==> src/rtl/osq_pkg.sv <==
package osq_pkg;
  localparam int RAW_W = 16;
  localparam int OUT_W = 19;
  localparam int ACC_W = RAW_W + 6;

  typedef logic [1:0] osr_code_t;

  // Index of the final conversion of a group: 4^k - 1
  function automatic logic [6:0] osr_last_idx(osr_code_t c);
    case (c)
      2'd0:    return 7'd0;
      2'd1:    return 7'd3;
      2'd2:    return 7'd15;
      default: return 7'd63;
    endcase
  endfunction

  // Sum of 4^k results scaled by 2^-k, giving 16+k significant bits
  function automatic logic [OUT_W-1:0] osr_reduce(logic [ACC_W-1:0] s, osr_code_t c);
    logic [ACC_W-1:0] t;
    t = s >> c;
    return t[OUT_W-1:0];
  endfunction
endpackage

==> src/rtl/osq_timer.sv <==
module osq_timer #(
  parameter int PERW = 16
) (
  input  logic            clk,
  input  logic            rst_n,
  input  logic            run,
  input  logic [PERW-1:0] period,
  output logic            tick
);
  logic [PERW-1:0] per_eff;
  logic [PERW-1:0] cnt_q;

  assign per_eff = (period < PERW'(2)) ? PERW'(2) : period;
  assign tick    = run && (cnt_q >= per_eff - PERW'(1));

  always_ff @(posedge clk) begin
    if (!rst_n)            cnt_q <= '0;
    else if (!run || tick) cnt_q <= '0;
    else                   cnt_q <= cnt_q + PERW'(1);
  end

  // clamped period keeps ticks apart
  a_r4_min_gap: assert property (@(posedge clk) disable iff (!rst_n)
    tick |=> !tick);
endmodule

==> src/rtl/osq_pick.sv <==
module osq_pick #(
  parameter int NCH = 4,
  parameter int CHW = 2
) (
  input  logic [NCH-1:0] mask,
  input  logic [CHW:0]   lo,
  output logic [CHW-1:0] nxt,
  output logic           found
);
  // Lowest enabled index at or above lo
  always_comb begin
    nxt   = '0;
    found = 1'b0;
    for (int i = NCH - 1; i >= 0; i--) begin
      if (mask[i] && ((CHW+1)'(i) >= lo)) begin
        nxt   = CHW'(i);
        found = 1'b1;
      end
    end
  end
endmodule

==> src/rtl/osq_accum.sv <==
module osq_accum
  import osq_pkg::*;
(
  input  logic                 clk,
  input  logic                 rst_n,
  input  logic                 take,
  input  logic [RAW_W-1:0]     din,
  input  osr_code_t            code,
  output logic                 fin,
  output logic [ACC_W-1:0]     acc_o,
  output logic [OUT_W-1:0]     red_o
);
  logic [5:0]       n_q;
  logic [ACC_W-1:0] acc_q;
  logic [ACC_W-1:0] sum;

  assign sum   = acc_q + ACC_W'(din);
  assign fin   = take && ({1'b0, n_q} == osr_last_idx(code));
  assign acc_o = acc_q;
  assign red_o = osr_reduce(sum, code);

  always_ff @(posedge clk) begin
    if (!rst_n) begin
      acc_q <= '0;
      n_q   <= '0;
    end else if (take) begin
      if (fin) begin
        acc_q <= '0;
        n_q   <= '0;
      end else begin
        acc_q <= sum;
        n_q   <= n_q + 6'd1;
      end
    end
  end

  // group count never passes the channel's ratio
  a_r1_count_bound: assert property (@(posedge clk) disable iff (!rst_n)
    {1'b0, n_q} <= osr_last_idx(code));
endmodule

==> src/rtl/osq_sequencer.sv <==
module osq_sequencer
  import osq_pkg::*;
#(
  parameter int NCH  = 4,
  parameter int PERW = 16,
  localparam int CHW = (NCH > 1) ? $clog2(NCH) : 1
) (
  input  logic               clk,
  input  logic               rst_n,
  input  logic [NCH-1:0]     chan_en,
  input  logic [2*NCH-1:0]   ratio_cfg,
  input  logic [PERW-1:0]    period_cfg,
  input  logic               res_valid,
  input  logic [RAW_W-1:0]   res_data,
  output logic               conv_pulse,
  output logic [CHW-1:0]     conv_chan,
  output logic               smp_valid,
  output logic [OUT_W-1:0]   smp_data,
  output logic [CHW-1:0]     smp_chan,
  output logic               smp_last
);
  logic             active_q, pend_q, pulse_q;
  logic [NCH-1:0]   en_q;
  logic [2*NCH-1:0] ratio_q;
  logic [CHW-1:0]   cur_q;
  osr_code_t        k_out_q;

  // Named internal events
  logic             tick, take, fin, more, any_en, pass_end;
  logic [CHW-1:0]   nxt_ch, first_ch;
  osr_code_t        cur_code;
  logic [ACC_W-1:0] acc_now;
  logic [OUT_W-1:0] red_now;

  assign cur_code = ratio_q[2*cur_q +: 2];
  assign take     = res_valid && pend_q;
  assign pass_end = fin && !more;

  osq_timer #(.PERW(PERW)) u_timer (
    .clk(clk), .rst_n(rst_n), .run(active_q), .period(period_cfg), .tick(tick)
  );

  osq_pick #(.NCH(NCH), .CHW(CHW)) u_next (
    .mask(en_q), .lo({1'b0, cur_q} + (CHW+1)'(1)), .nxt(nxt_ch), .found(more)
  );

  osq_pick #(.NCH(NCH), .CHW(CHW)) u_first (
    .mask(chan_en), .lo('0), .nxt(first_ch), .found(any_en)
  );

  osq_accum u_acc (
    .clk(clk), .rst_n(rst_n), .take(take), .din(res_data), .code(cur_code),
    .fin(fin), .acc_o(acc_now), .red_o(red_now)
  );

  always_ff @(posedge clk) begin
    if (!rst_n) begin
      active_q  <= 1'b0;
      pend_q    <= 1'b0;
      pulse_q   <= 1'b0;
      en_q      <= '0;
      ratio_q   <= '0;
      cur_q     <= '0;
      k_out_q   <= '0;
      smp_valid <= 1'b0;
      smp_data  <= '0;
      smp_chan  <= '0;
      smp_last  <= 1'b0;
    end else begin
      pulse_q   <= tick;
      smp_valid <= fin;
      if (tick)      pend_q <= 1'b1;
      else if (take) pend_q <= 1'b0;
      if (fin) begin
        smp_data <= red_now;
        smp_chan <= cur_q;
        smp_last <= !more;
        k_out_q  <= cur_code;
      end
      if (!active_q || pass_end) begin
        en_q     <= chan_en;
        ratio_q  <= ratio_cfg;
        cur_q    <= first_ch;
        active_q <= any_en;
      end else if (fin) begin
        cur_q    <= nxt_ch;
      end
    end
  end

  assign conv_pulse = pulse_q;
  assign conv_chan  = cur_q;

  // an idle sequencer issues no convert pulse
  a_r8_idle_quiet: assert property (@(posedge clk) disable iff (!rst_n)
    !active_q |=> !conv_pulse);

  // every pulse targets a channel enabled for the pass
  a_r5_chan_enabled: assert property (@(posedge clk) disable iff (!rst_n)
    conv_pulse |-> en_q[conv_chan]);

  // sample fits 16+k bits
  a_r2_width: assert property (@(posedge clk) disable iff (!rst_n)
    smp_valid |-> ((smp_data >> (5'd16 + {3'b000, k_out_q})) == '0));

  // strobe without a pending conversion leaves the sum alone
  a_r9_stray_ignored: assert property (@(posedge clk) disable iff (!rst_n)
    (res_valid && !pend_q) |=> $stable(acc_now));
endmodule

==> config.mk <==
export PLATFORM = sky130hd
export DESIGN_NAME = osq_sequencer
export DESIGN_NICKNAME = d
export VERILOG_FILES = /design/src/rtl/osq_pkg.sv /design/src/rtl/osq_timer.sv /design/src/rtl/osq_pick.sv /design/src/rtl/osq_accum.sv /design/src/rtl/osq_sequencer.sv
export SDC_FILE = /design/constraint.sdc
export NUM_CORES = 1
export LEC_CHECK = 0
export ABC_CLOCK_PERIOD_IN_PS = 5300
export BUFFER_PORTS_ARGS = -buffer_cell sky130_fd_sc_hd__buf_2
export CAP_MARGIN = 20
export CORE_MARGIN = 2
export CORE_UTILIZATION = 25
export DETAILED_ROUTE_END_ITERATION = 10
export PLACE_DENSITY = 0.51
export SLEW_MARGIN = 20
export SYNTH_ARGS = -nofsm -noshare
export SYNTH_HDL_FRONTEND = slang
export SYNTH_SLANG_ARGS = --single-unit
==> constraint.sdc <==
create_clock -name clk -period 5.3 [get_ports clk]
set_input_delay 1.06 -clock clk [delete_from_list [all_inputs] [get_ports clk]]
set_output_delay 1.06 -clock clk [all_outputs]
set_load 0.01 [all_outputs]
==> impl_metrics.env, run 1 <==
export IMPL_outcome="finished, final reports clean"
export IMPL_synth_edf_count=0
export IMPL_critPathKind="primary input to flop"
export IMPL_die_w_um=149
export IMPL_r2r_end="u_acc.acc_o[17]$_SDFFE_PN0P_"
export IMPL_avgSynthCellArea_um2=7.82
export IMPL_rrSetupSlack_ns=1.63
export IMPL_h_tree_depth=3
export IMPL_tightest_slew_ns=0.790
export IMPL_critical_path_required_ns=5.58
export IMPL_ys_warn_count=0
export IMPL_p_clk_share_pct=45.8
export IMPL_synth_distinct_cells=62
export IMPL_synth_ff_type="dfxtp_1"
export IMPL_most_common_layout_cells="nor2_1 (110), dfxtp_1 (83), buf_2 (72)"
export IMPL_rows=53
export IMPL_globalRouteTotalUtil_pct=13.2
export IMPL_dieHeight_um=149
export IMPL_clock_path_buffers=2
export IMPL_wl_per_cell_um=13.8
export IMPL_finalNonFillerCells=1024
export IMPL_syn_num_nets=758
export IMPL_grt_pass1_vias=4595
export IMPL_internal_power_uw=1120
export IMPL_core_um2=20900
export IMPL_drcViolationCount=0
export IMPL_finalHoldViolCount=0
export IMPL_fillCellCount=2260
export IMPL_grtUsageMet1_pct=16.9
export IMPL_whs_endpoint="smp_data[16]$_SDFFE_PN0P_"
export IMPL_place_hpwl_um=10200
export IMPL_grt_ovfl_total=0
export IMPL_initial_core_util_pct=25.3
export IMPL_path_max_fanout=8
export IMPL_grt_pass1_wl_um=23400
export IMPL_reg2regPathDepth=9
export IMPL_drtIter0Drc=183
export IMPL_clockRootBuffer="clkbuf_16"
export IMPL_clkLatencyLatePin_ns=0.35
export IMPL_final_common_cell="nor2_1"
export IMPL_portBuffers=72
export IMPL_cp_top_family="simple AND/OR/NAND/NOR gates"
export IMPL_p_sw_uw=375
export IMPL_fin_crit_ns=5.01
export IMPL_rsz0062_at_grt="no"
export IMPL_cts_tree="done"
export IMPL_reg2reg_from="conv_chan[0]$_SDFFE_PN0P_"
export IMPL_antenna_found_initial=2
export IMPL_start_kind="primary input"
export IMPL_ys_seq_area_share_pct=31.5
export IMPL_final_util_pct=30.3
export IMPL_maxSlewHeadroom_pct=47.3
export IMPL_routed_wl_um=14100
export IMPL_clkSinkCount=83
export IMPL_drtPass1Iterations=4
export IMPL_fin_nets=826
export IMPL_critPathBufInv=4
export IMPL_clk_pin_slew_ns=0.06
export IMPL_cts_buffers=9
export IMPL_vias=4773
export IMPL_met2_usage_pct=21.2
export IMPL_seq_power_share_pct=42.6
export IMPL_p_leak_uw=0.00266
export IMPL_place_congestion=0.767
export IMPL_syn_cell_area_um2=5280
export IMPL_top_usage_layer="met2"
export IMPL_final_antenna_net_count=0
export IMPL_power_frac_comb_pct=11.5
export IMPL_hold_path_class="flop to flop"
export IMPL_end_kind="flop"
export IMPL_cap_violations=0
export IMPL_max_stage_delay_ns=0.52
export IMPL_cp_cell_sequence="buf_2, or4_1, or3_1, or4_1, nor4_4, inv_1, o21ai_1, ha_1, nand2b_1, or2_2, nor3_2, xnor2_1, ha_1, a21o_1, a21o_1, a21oi_1, nor2_1, a211oi_1, inv_1, a211o_1, buf_4, nor2_1"
export IMPL_syn_inst=675
export IMPL_setup_violations=0
export IMPL_multi_input_area_um2=3410
export IMPL_hold_depth=2
export IMPL_drive_gt1_share_pct=16.3
export IMPL_layout_worst_path_cycle_share_pct=94.5
export IMPL_cts_setup_buffers=0
export IMPL_slew_violations=0
export IMPL_crit_slowest_cell="or4_1"
export IMPL_grt_util_met3_pct=3.61
export IMPL_ioPinCount=73
export IMPL_placed_cells=1007
export IMPL_syn2layout_area_growth_pct=19.7
export IMPL_ys_async_sr_fraction_pct=0
export IMPL_via_per_inst=4.66
export IMPL_die_area_um2=22300
export IMPL_arrival_ns=5.29
export IMPL_grt_start_max_net_pins=47
export IMPL_power_density_nw_per_um2=237
export IMPL_finClkSkew_ns=0.00903
export IMPL_switching_share_pct=25.0
export IMPL_seqCellArea_um2=1660
export IMPL_ys_seq_elements=83
export IMPL_vdd_drop_max_mv=0.135
export IMPL_hold_start="smp_data[16]$_SDFFE_PN0P_"
export IMPL_max_freq_mhz=200
power groups by stage:
stage | clock, uW | sequential [uW] | combinational [uW]
final | 688 | 640 | 173
after global routing | 730 | 641 | 193
after CTS | 710 | 640 | 174
after detailed placement | 0 | 654 | 173
after global placement | 0 | 654 | 173
after floorplan | 0 | 650 | 119
timing repair:
item | CTS | global route
hold buffers | 0 | 0
endpoints found under the setup margin | 0 | 12
gates resized for setup | 0 | 1
registers in the layout, summed over array words and instances (netlist names), 2 cells and up:
signal         cells
conv_chan          2
u_acc.n_q          6
u_timer.cnt_q     16
u_acc.acc_o       22
smp_chan           2
en_q               3
ratio_q            8
smp_data          19
per-layer routing:
metal  share of wire [%]  vias up
met1                  48     2152
met5                   0        -
li1                    -     2531
met3                 6.0       13
met4                 1.6        0
met2                  44       77
how the worst max path moves through the flow:
stage	cells past startpoint	end	from
floorplan	22	u_timer.cnt_q[10]$_SDFF_PP0_	period_cfg[9]
global placement	22	u_timer.cnt_q[9]$_SDFF_PP0_	period_cfg[9]
detailed placement	22	u_timer.cnt_q[4]$_SDFF_PP0_	period_cfg[9]
CTS	22	u_timer.cnt_q[13]$_SDFF_PP0_	period_cfg[9]
global route	21	u_timer.cnt_q[1]$_SDFF_PP0_	period_cfg[9]
finish	22	u_timer.cnt_q[13]$_SDFF_PP0_	period_cfg[9]
synth_stat cells (4+ instances only):
cell / n / area (um^2)
nor2_1: 110 / 413
dfxtp_1: 83 / 1660
a21oi_1: 63 / 315
nand2_1: 61 / 229
ha_1: 35 / 438
nand3_1: 29 / 145
xnor2_1: 27 / 236
o21ai_0: 26 / 130
xor2_1: 25 / 219
clkbuf_1: 23 / 86.3
mux2i_1: 22 / 220
nor3_1: 22 / 110
inv_1: 17 / 63.8
a211oi_1: 15 / 113
a21o_1: 12 / 90.1
and3_1: 8 / 50.1
nand4_1: 8 / 50.1
buf_2: 7 / 35.0
nand2b_1: 6 / 37.5
o211ai_1: 6 / 45.0
a22oi_1: 5 / 37.5
nor4_1: 4 / 25.0
o31ai_1: 4 / 30.0
or3_1: 4 / 25.0
layout make-up:
| cell class | instances | area share (%) |
|---|---|---|
| Multi-Input combinational cell | 539 | 54.0 |
| Inverter | 18 | 1.07 |
| Sequential cell | 83 | 26.3 |
| Tap cell | 275 | 5.44 |
| Clock inverter | 4 | 1.19 |
| Antenna cell | 2 | 0.0792 |
| Clock buffer | 11 | 3.84 |
| Timing Repair Buffer | 92 | 8.08 |
kinds of logic (layout without fill, tap and decap cells):
logic type               count (synthesis)  count (layout)  share of synthesized area, %
AO/OA/AOI/OAI                          161             161                          19.2
other                                    0               2                             0
XOR/XNOR                                52              52                          8.62
multiplexers                            26              26                          5.24
adder cells (fa/ha/maj)                 36              36                          8.67
buffers and inverters                   53             125                          4.43
flip-flops                              83              83                          31.5
AND/OR/NAND/NOR                        264             264                          22.3
worst register-to-register path: cells and delay by family, from the launching register on:
kind	cells	cell delay [ns]
AND/OR/NAND/NOR	4	1.01
multiplexers	2	1.00
flip-flops	1	0.61
AO/OA/AOI/OAI	2	0.53
buffers and inverters	1	0.47
through the flow:
stage          worst slack (ns)  area [um^2]  hold slack [ns]  total power [uW]  setup TNS [ns]
2_1_floorplan            0.0291         5290            0.436               769               0
3_3_place_gp            -0.0286         5990            0.430               826          -0.354
3_5_place_dp             -0.116         5990            0.427               827           -1.56
4_1_cts                   0.259         6310            0.436              1520               0
5_1_grt                 0.00397         6320            0.466              1560               0
6_report                  0.292         6320            0.434              1500               0
No activity file was read; power rests on OpenSTA's default activity.
==> run 2, diff against run 1 <==
--- a/config.mk
+++ b/config.mk
@@ -11,8 +11,9 @@
 export CORE_MARGIN = 2
 export CORE_UTILIZATION = 25
 export DETAILED_ROUTE_END_ITERATION = 10
-export PLACE_DENSITY = 0.51
+export PLACE_DENSITY = 0.5
 export SLEW_MARGIN = 20
 export SYNTH_ARGS = -nofsm -noshare
 export SYNTH_HDL_FRONTEND = slang
+export SYNTH_HIERARCHICAL = 1
 export SYNTH_SLANG_ARGS = --single-unit
==> impl_metrics.env, run 2 <==
export IMPL_yosysMostFrequentCell="dfxtp_1"
export IMPL_clockRootBuffer="clkbuf_16"
export IMPL_critical_path_required_ns=5.54
export IMPL_layout_worst_path_cycle_share_pct=94.9
export IMPL_n_antenna_cell=0
export IMPL_setup_ws_ns=0.272
export IMPL_initial_core_util_pct=25.6
export IMPL_clk_pin_slew_ns=0.07
export IMPL_path_max_fanout=9
export IMPL_finClkSkew_ns=0.00919
export IMPL_grt_pass1_wl_um=24200
export IMPL_synth_edf_count=0
export IMPL_clock_path_buffers=2
export IMPL_vias=4987
export IMPL_cp_top_family="simple AND/OR/NAND/NOR gates"
export IMPL_critPathBufInv=2
export IMPL_power_density_nw_per_um2=216
export IMPL_end_kind="flop"
export IMPL_dieHeight_um=157
export IMPL_via_per_inst=4.59
export IMPL_fin_nets=852
export IMPL_ys_seq_elements=84
export IMPL_portBuffers=72
export IMPL_ctsResizeCount=0
export IMPL_antenna_found_initial=0
export IMPL_pre_cts_ws_ns=-0.0729
export IMPL_slew_violations=0
export IMPL_syn_inst=695
export IMPL_cpMostUsedCell="nor2_1"
export IMPL_cap_violations=0
export IMPL_fin_crit_ns=5.03
export IMPL_yosysTopAreaCellShare_pct=28.8
export IMPL_drtPass1Iterations=4
export IMPL_globalRouteTotalUtil_pct=12.3
export IMPL_crit_slowest_cell="or4b_2"
export IMPL_maxSlewHeadroom_pct=42.6
export IMPL_syn_cell_area_um2=5840
export IMPL_clkSinkCount=84
export IMPL_cp_cell_sequence="buf_2, or4_1, or3_1, or3_4, o31ai_2, ha_1, nand2b_1, or2_2, nor2_1, nand3_1, xor2_1, ha_1, nand4_1, nor2_1, or4b_2, nand4_1, buf_4, nor2_1"
export IMPL_grt_ovfl_total=0
export IMPL_outcome="finished, final reports clean"
export IMPL_die_area_um2=24600
export IMPL_yosys_top_cells_area="dfxtp_1 (29%), mux2i_1 (8.9%), ha_1 (7.7%)"
export IMPL_design_area_um2=6840
export IMPL_drive_gt1_share_pct=17.6
export IMPL_critPathKind="primary input to flop"
export IMPL_synth_ff_type="dfxtp_1"
export IMPL_place_congestion=0.838
export IMPL_ioPinCount=73
export IMPL_finalHoldViolCount=0
export IMPL_yosys_top_cells_count="dfxtp_1 (84), nand2_1 (74), nor2_1 (61), mux2i_1 (52), nor2b_1 (41)"
export IMPL_final_antenna_net_count=0
export IMPL_clkLatencyLatePin_ns=0.34
export IMPL_synth_distinct_cells=76
export IMPL_setup_violations=0
export IMPL_yosysTopAreaCell="dfxtp_1"
export IMPL_core_um2=22800
export IMPL_die_w_um=157
export IMPL_wl_per_cell_um=13.5
export IMPL_largest_reg_flops=22
export IMPL_routed_wl_um=14700
export IMPL_syn2layout_area_growth_pct=17.1
export IMPL_rows=55
export IMPL_vdd_drop_max_mv=0.159
export IMPL_drtIter0Drc=173
export IMPL_max_freq_mhz=199
export IMPL_cts_buffers=9
export IMPL_hold_path_class="flop to flop"
export IMPL_ys_warn_count=6
export IMPL_rsz0062_at_grt="no"
export IMPL_p_leak_uw=0.00271
export IMPL_cts_tree="done"
export IMPL_start_kind="primary input"
export IMPL_ys_async_sr_fraction_pct=0
export IMPL_ys_seq_area_share_pct=28.8
export IMPL_cts_setup_buffers=0
export IMPL_most_common_layout_cells="dfxtp_1 (84), nand2_1 (74), buf_2 (72)"
export IMPL_h_tree_depth=3
export IMPL_max_stage_delay_ns=0.63
export IMPL_arrival_ns=5.27
export IMPL_avgSynthCellArea_um2=8.40
export IMPL_final_common_cell="dfxtp_1"
export IMPL_grt_start_max_net_pins=48
export IMPL_post_dp_cell_area_um2=6560
export IMPL_grt_pass1_vias=4749
export IMPL_drcViolationCount=0
export IMPL_place_hpwl_um=11100
export IMPL_tightest_slew_ns=0.861
export IMPL_ctsHoldBuffers=0
[run 2: changes by cell type after synthesis, sizes merged, moves of 5 or more]
| cell | before | now |
|---|---|---|
| nor2 | 110 | 61 |
| nor2b | 1 | 43 |
| and2 | 2 | 8 |
| clkbuf | 23 | 17 |
| nand2 | 62 | 75 |
| nor3 | 22 | 15 |
| a21oi | 63 | 29 |
| a21boi | 2 | 12 |
| mux2i | 22 | 52 |
| a22oi | 5 | 11 |
| a211oi | 16 | 11 |
[run 2: area by class of cell]
| cell class | instances | area (um^2) |
|---|---|---|
| Sequential cell | 84 | 1680 |
| Tap cell | 313 | 392 |
| Timing Repair Buffer | 88 | 480 |
| Clock inverter | 6 | 47.5 |
| Multi-Input combinational cell | 565 | 3930 |
| Clock buffer | 10 | 229 |
| Inverter | 20 | 75.1 |
| Fill cell | 2454 | 15900 |
[run 2: power breakdown]
part / internal, uW / switching (uW)
clock network: 324 / 279
registers: 641 / 8.66
logic: 97.4 / 126
[run 2: cell families (layout without fill, tap and decap cells)]
logic type | after synthesis | count (layout) | synth area share [%]
simple gates | 270 | 270 | 23.2
other cells | 1 | 8 | 0.0642
fa+ha+maj | 37 | 37 | 8.06
xor+xnor | 46 | 46 | 7.03
mux | 56 | 56 | 10.5
compound gates | 148 | 148 | 18.1
buf+inv | 53 | 124 | 4.31
flops | 84 | 84 | 28.8
[run 2: per-layer routing]
layer,vias to the layer above,wire length (um),GRT usage (%)
li1,2618,-,-
met1,2292,7430,16.9
met2,73,6540,19.2
met3,4,637,2.96
met4,0,85,3.23
met5,-,0,0
[run 2: final timing paths]
check,startpoint,endpoint,slack [ns],cells past startpoint
max,period_cfg[10],u_timer/cnt_q[5]$_SDFF_PP0_,0.27,18
min reg2reg,ratio_q[7]$_SDFFE_PN0P_,ratio_q[7]$_SDFFE_PN0P_,0.46,2
min,ratio_q[7]$_SDFFE_PN0P_,ratio_q[7]$_SDFFE_PN0P_,0.46,2
max reg2reg,conv_chan[0]$_SDFFE_PN0P_,conv_chan[0]$_SDFFE_PN0P_,2.12,9
[run 2: tightest hold or removal path, delay by kind of cell, from the launching register on]
family | cells | cell delay, ns
flip-flops | 1 | 0.31
multiplexers | 1 | 0.06
AND/OR/NAND/NOR | 1 | 0.05
[run 2: metrics by stage]
step / hold slack (ns) / total power (uW) / instances / setup TNS [ns] / util, %
after floorplan: 0.433 / 824 / 702 / 0 / -
after global placement: 0.445 / 890 / 1070 / 0 / 28.8
after detailed placement: 0.448 / 889 / 1070 / -1.07 / 28.8
after CTS: 0.464 / 1500 / 1086 / 0 / 30.0
after global routing: 0.487 / 1550 / 1086 / 0 / 30.0
final: 0.460 / 1480 / 1086 / 0 / 30.0
==> run 3, diff against run 2 <==
--- a/config.mk
+++ b/config.mk
@@ -5,6 +5,7 @@
 export SDC_FILE = /design/constraint.sdc
 export NUM_CORES = 1
 export LEC_CHECK = 0
+export ABC_AREA = 1
 export ABC_CLOCK_PERIOD_IN_PS = 5300
 export BUFFER_PORTS_ARGS = -buffer_cell sky130_fd_sc_hd__buf_2
 export CAP_MARGIN = 20
@@ -12,6 +13,7 @@
 export CORE_UTILIZATION = 25
 export DETAILED_ROUTE_END_ITERATION = 10
 export PLACE_DENSITY = 0.5
+export SKIP_CTS_REPAIR_TIMING = 1
 export SLEW_MARGIN = 20
 export SYNTH_ARGS = -nofsm -noshare
 export SYNTH_HDL_FRONTEND = slang
==> impl_metrics.env, run 3 <==
export IMPL_fin_crit_ns=3.48
export IMPL_h_tree_depth=3
export IMPL_synth_edf_count=0
export IMPL_power_density_nw_per_um2=219
export IMPL_most_common_layout_cells="nand2_1 (231), nor2_1 (137), inv_1 (103)"
export IMPL_fin_nets=1104
export IMPL_die_area_um2=25800
export IMPL_finalSetupTns_ns=0
export IMPL_routed_wl_um=17100
export IMPL_drtIter0Drc=383
export IMPL_clk_pin_slew_ns=0.07
export IMPL_yosys_top_cells_area="dfxtp_1 (27%), nand2_1 (14%), nor2_1 (8.4%)"
export IMPL_critical_path_required_ns=5.54
export IMPL_grt_pass1_vias=5774
export IMPL_yosys_top_cells_count="nand2_1 (231), nor2_1 (137), inv_1 (103), nand3_1 (90), dfxtp_1 (84)"
export IMPL_layout_worst_path_cycle_share_pct=65.8
export IMPL_clockRootBuffer="clkbuf_16"
export IMPL_rsz0062_at_grt="no"
export IMPL_clkSinkCount=84
export IMPL_wl_per_cell_um=12.7
export IMPL_final_common_cell="nand2_1"
export IMPL_drtPass1Iterations=7
export IMPL_grt_start_max_net_pins=43
export IMPL_cap_violations=0
export IMPL_rows=57
export IMPL_synth_distinct_cells=50
export IMPL_vdd_drop_max_mv=0.146
export IMPL_largest_reg_flops=22
export IMPL_path_depth=16
export IMPL_vias=5996
export IMPL_ys_warn_count=6
export IMPL_endpoint="conv_chan[1]$_SDFFE_PN0P_"
export IMPL_fillCellCount=2763
export IMPL_post_dp_cell_area_um2=6790
export IMPL_reg2regPathDepth=16
export IMPL_drcViolationCount=0
export IMPL_portBuffers=72
export IMPL_critPathKind="flop to flop"
export IMPL_drive_gt1_share_pct=15.3
export IMPL_critPathBufInv=7
export IMPL_avgSynthCellArea_um2=6.43
export IMPL_outcome="finished, final reports clean"
export IMPL_via_per_inst=4.44
export IMPL_finalHoldViolCount=0
export IMPL_hold_depth=2
export IMPL_crit_slowest_cell="inv_1"
export IMPL_clock_path_buffers=2
export IMPL_rrSetupSlack_ns=1.82
export IMPL_core_um2=24200
export IMPL_arrival_ns=3.73
export IMPL_ys_async_sr_fraction_pct=0
export IMPL_reg2reg_from="conv_chan[0]$_SDFFE_PN0P_"
export IMPL_ioPinCount=73
export IMPL_grt_ovfl_total=0
export IMPL_synth_ff_type="dfxtp_1"
export IMPL_start_kind="flop"
export IMPL_syn2layout_area_growth_pct=15.5
export IMPL_max_freq_mhz=287
export IMPL_finClkSkew_ns=0.0111
export IMPL_yosysMostFrequentCell="nand2_1"
export IMPL_syn_inst=953
export IMPL_ys_seq_elements=84
export IMPL_initial_core_util_pct=25.4
export IMPL_tightest_slew_ns=0.905
export IMPL_r2r_end="conv_chan[1]$_SDFFE_PN0P_"
export IMPL_n_antenna_cell=0
export IMPL_syn_cell_area_um2=6130
export IMPL_yosysTopAreaCellShare_pct=27.4
export IMPL_p_leak_uw=0.00341
export IMPL_cp_cell_sequence="inv_1, o21ai_0, o22ai_1, buf_4, inv_2, nand2_1, inv_2, nand3b_1, o21ai_1, nand4_2, inv_1, inv_1, nand3_1, nand3_1, nand2_1, inv_1"
export IMPL_cp_top_family="buffers and inverters"
export IMPL_setup_violations=0
export IMPL_ys_seq_area_share_pct=27.4
export IMPL_final_antenna_net_count=0
export IMPL_hold_path_class="flop to flop"
export IMPL_die_w_um=161
export IMPL_grt_pass1_wl_um=28700
export IMPL_hold_ws_ns=0.467
export IMPL_place_hpwl_um=13000
export IMPL_place_congestion=0.856
export IMPL_globalRouteTotalUtil_pct=13.7
export IMPL_max_stage_delay_ns=0.50
export IMPL_slew_violations=0
export IMPL_maxSlewHeadroom_pct=39.6
export IMPL_cpMostUsedCell="inv_1"
export IMPL_yosysTopAreaCell="dfxtp_1"
export IMPL_dieHeight_um=161
export IMPL_crit_start="conv_chan[0]$_SDFFE_PN0P_"
export IMPL_clkLatencyLatePin_ns=0.35
export IMPL_antenna_found_initial=0
export IMPL_path_max_fanout=22
export IMPL_cts_tree="done"
export IMPL_cts_buffers=9
export IMPL_design_area_um2=7080
export IMPL_end_kind="flop"
run 3: cells by family (layout without fill, tap and decap cells):
kind of cell,Yosys count,after routing,synth area share (%)
AOI/OAI and AO/OA,120,120,10.5
xor gates and xnor gates,35,35,5.12
adders and majority gates,37,37,7.67
buffers and inverters,136,201,9.53
DFF,84,84,27.4
muxes,2,2,0.326
other,1,8,0.0612
and+or+nand+nor,538,538,39.4
run 3: layout make-up:
cell class | count | area [um^2] | area share (%)
Multi-Input combinational cell | 740 | 3900 | 55.1
Sequential cell | 84 | 1680 | 23.7
Inverter | 109 | 414 | 5.85
Tap cell | 324 | 405 | 5.72
Timing Repair Buffer | 76 | 390 | 5.51
Clock buffer | 10 | 239 | 3.37
Clock inverter | 6 | 52.6 | 0.742
run 3: how the worst min path moves through the flow:
stage,startpoint,slack (ns),to
4_1_cts,smp_last$_SDFFE_PN0P_,0.47,smp_last$_SDFFE_PN0P_
3_3_place_gp,smp_last$_SDFFE_PN0P_,0.45,smp_last$_SDFFE_PN0P_
2_1_floorplan,u_acc/acc_o[0]$_SDFFE_PN0P_,0.45,u_acc/acc_o[0]$_SDFFE_PN0P_
5_1_grt,u_acc/acc_o[2]$_SDFFE_PN0P_,0.50,u_acc/acc_o[2]$_SDFFE_PN0P_
3_5_place_dp,smp_last$_SDFFE_PN0P_,0.46,smp_last$_SDFFE_PN0P_
6_report,smp_last$_SDFFE_PN0P_,0.47,smp_last$_SDFFE_PN0P_
run 3: layer usage:
layer | up-vias | GRT usage, % | part of all wire (%)
li1 | 3191 | - | -
met1 | 2660 | 18.6 | 49
met5 | - | 0 | 0
met4 | 0 | 4.05 | 1.7
met2 | 126 | 22.2 | 45
met3 | 19 | 2.27 | 3.9
run 3: metrics by stage:
| stage | instances | worst slack, ns | util (%) | power, uW |
|---|---|---|---|---|
| CTS | 1349 | 1.79 | 29.3 | 1580 |
| finish | 1349 | 1.82 | 29.3 | 1550 |
| global route | 1349 | 1.29 | 29.3 | 1640 |
| floorplan | 960 | 2.06 | - | 856 |
| global placement | 1333 | 1.58 | 28.1 | 931 |
| detailed placement | 1333 | 1.52 | 28.1 | 931 |
run 3: power by group:
group	leakage (uW)	switching (uW)	internal [uW]
Sequential	0.000680	9.45	642
Clock	0.000138	295	339
Combinational	0.00260	174	90.7
Total	0.00341	478	1070
run 3: worst register-to-register path, cell delays in order, from the launching register on:
cell and delay, ns:
dfxtp_1 0.49, inv_1 0.19, o21ai_0 0.18, o22ai_1 0.09, buf_4 0.22, inv_2 0.34
nand2_1 0.15, inv_2 0.10, nand3b_1 0.07, o21ai_1 0.11, nand4_2 0.13, inv_1 0.43
inv_1 0.51, nand3_1 0.19, nand3_1 0.09, nand2_1 0.06, inv_1 0.04
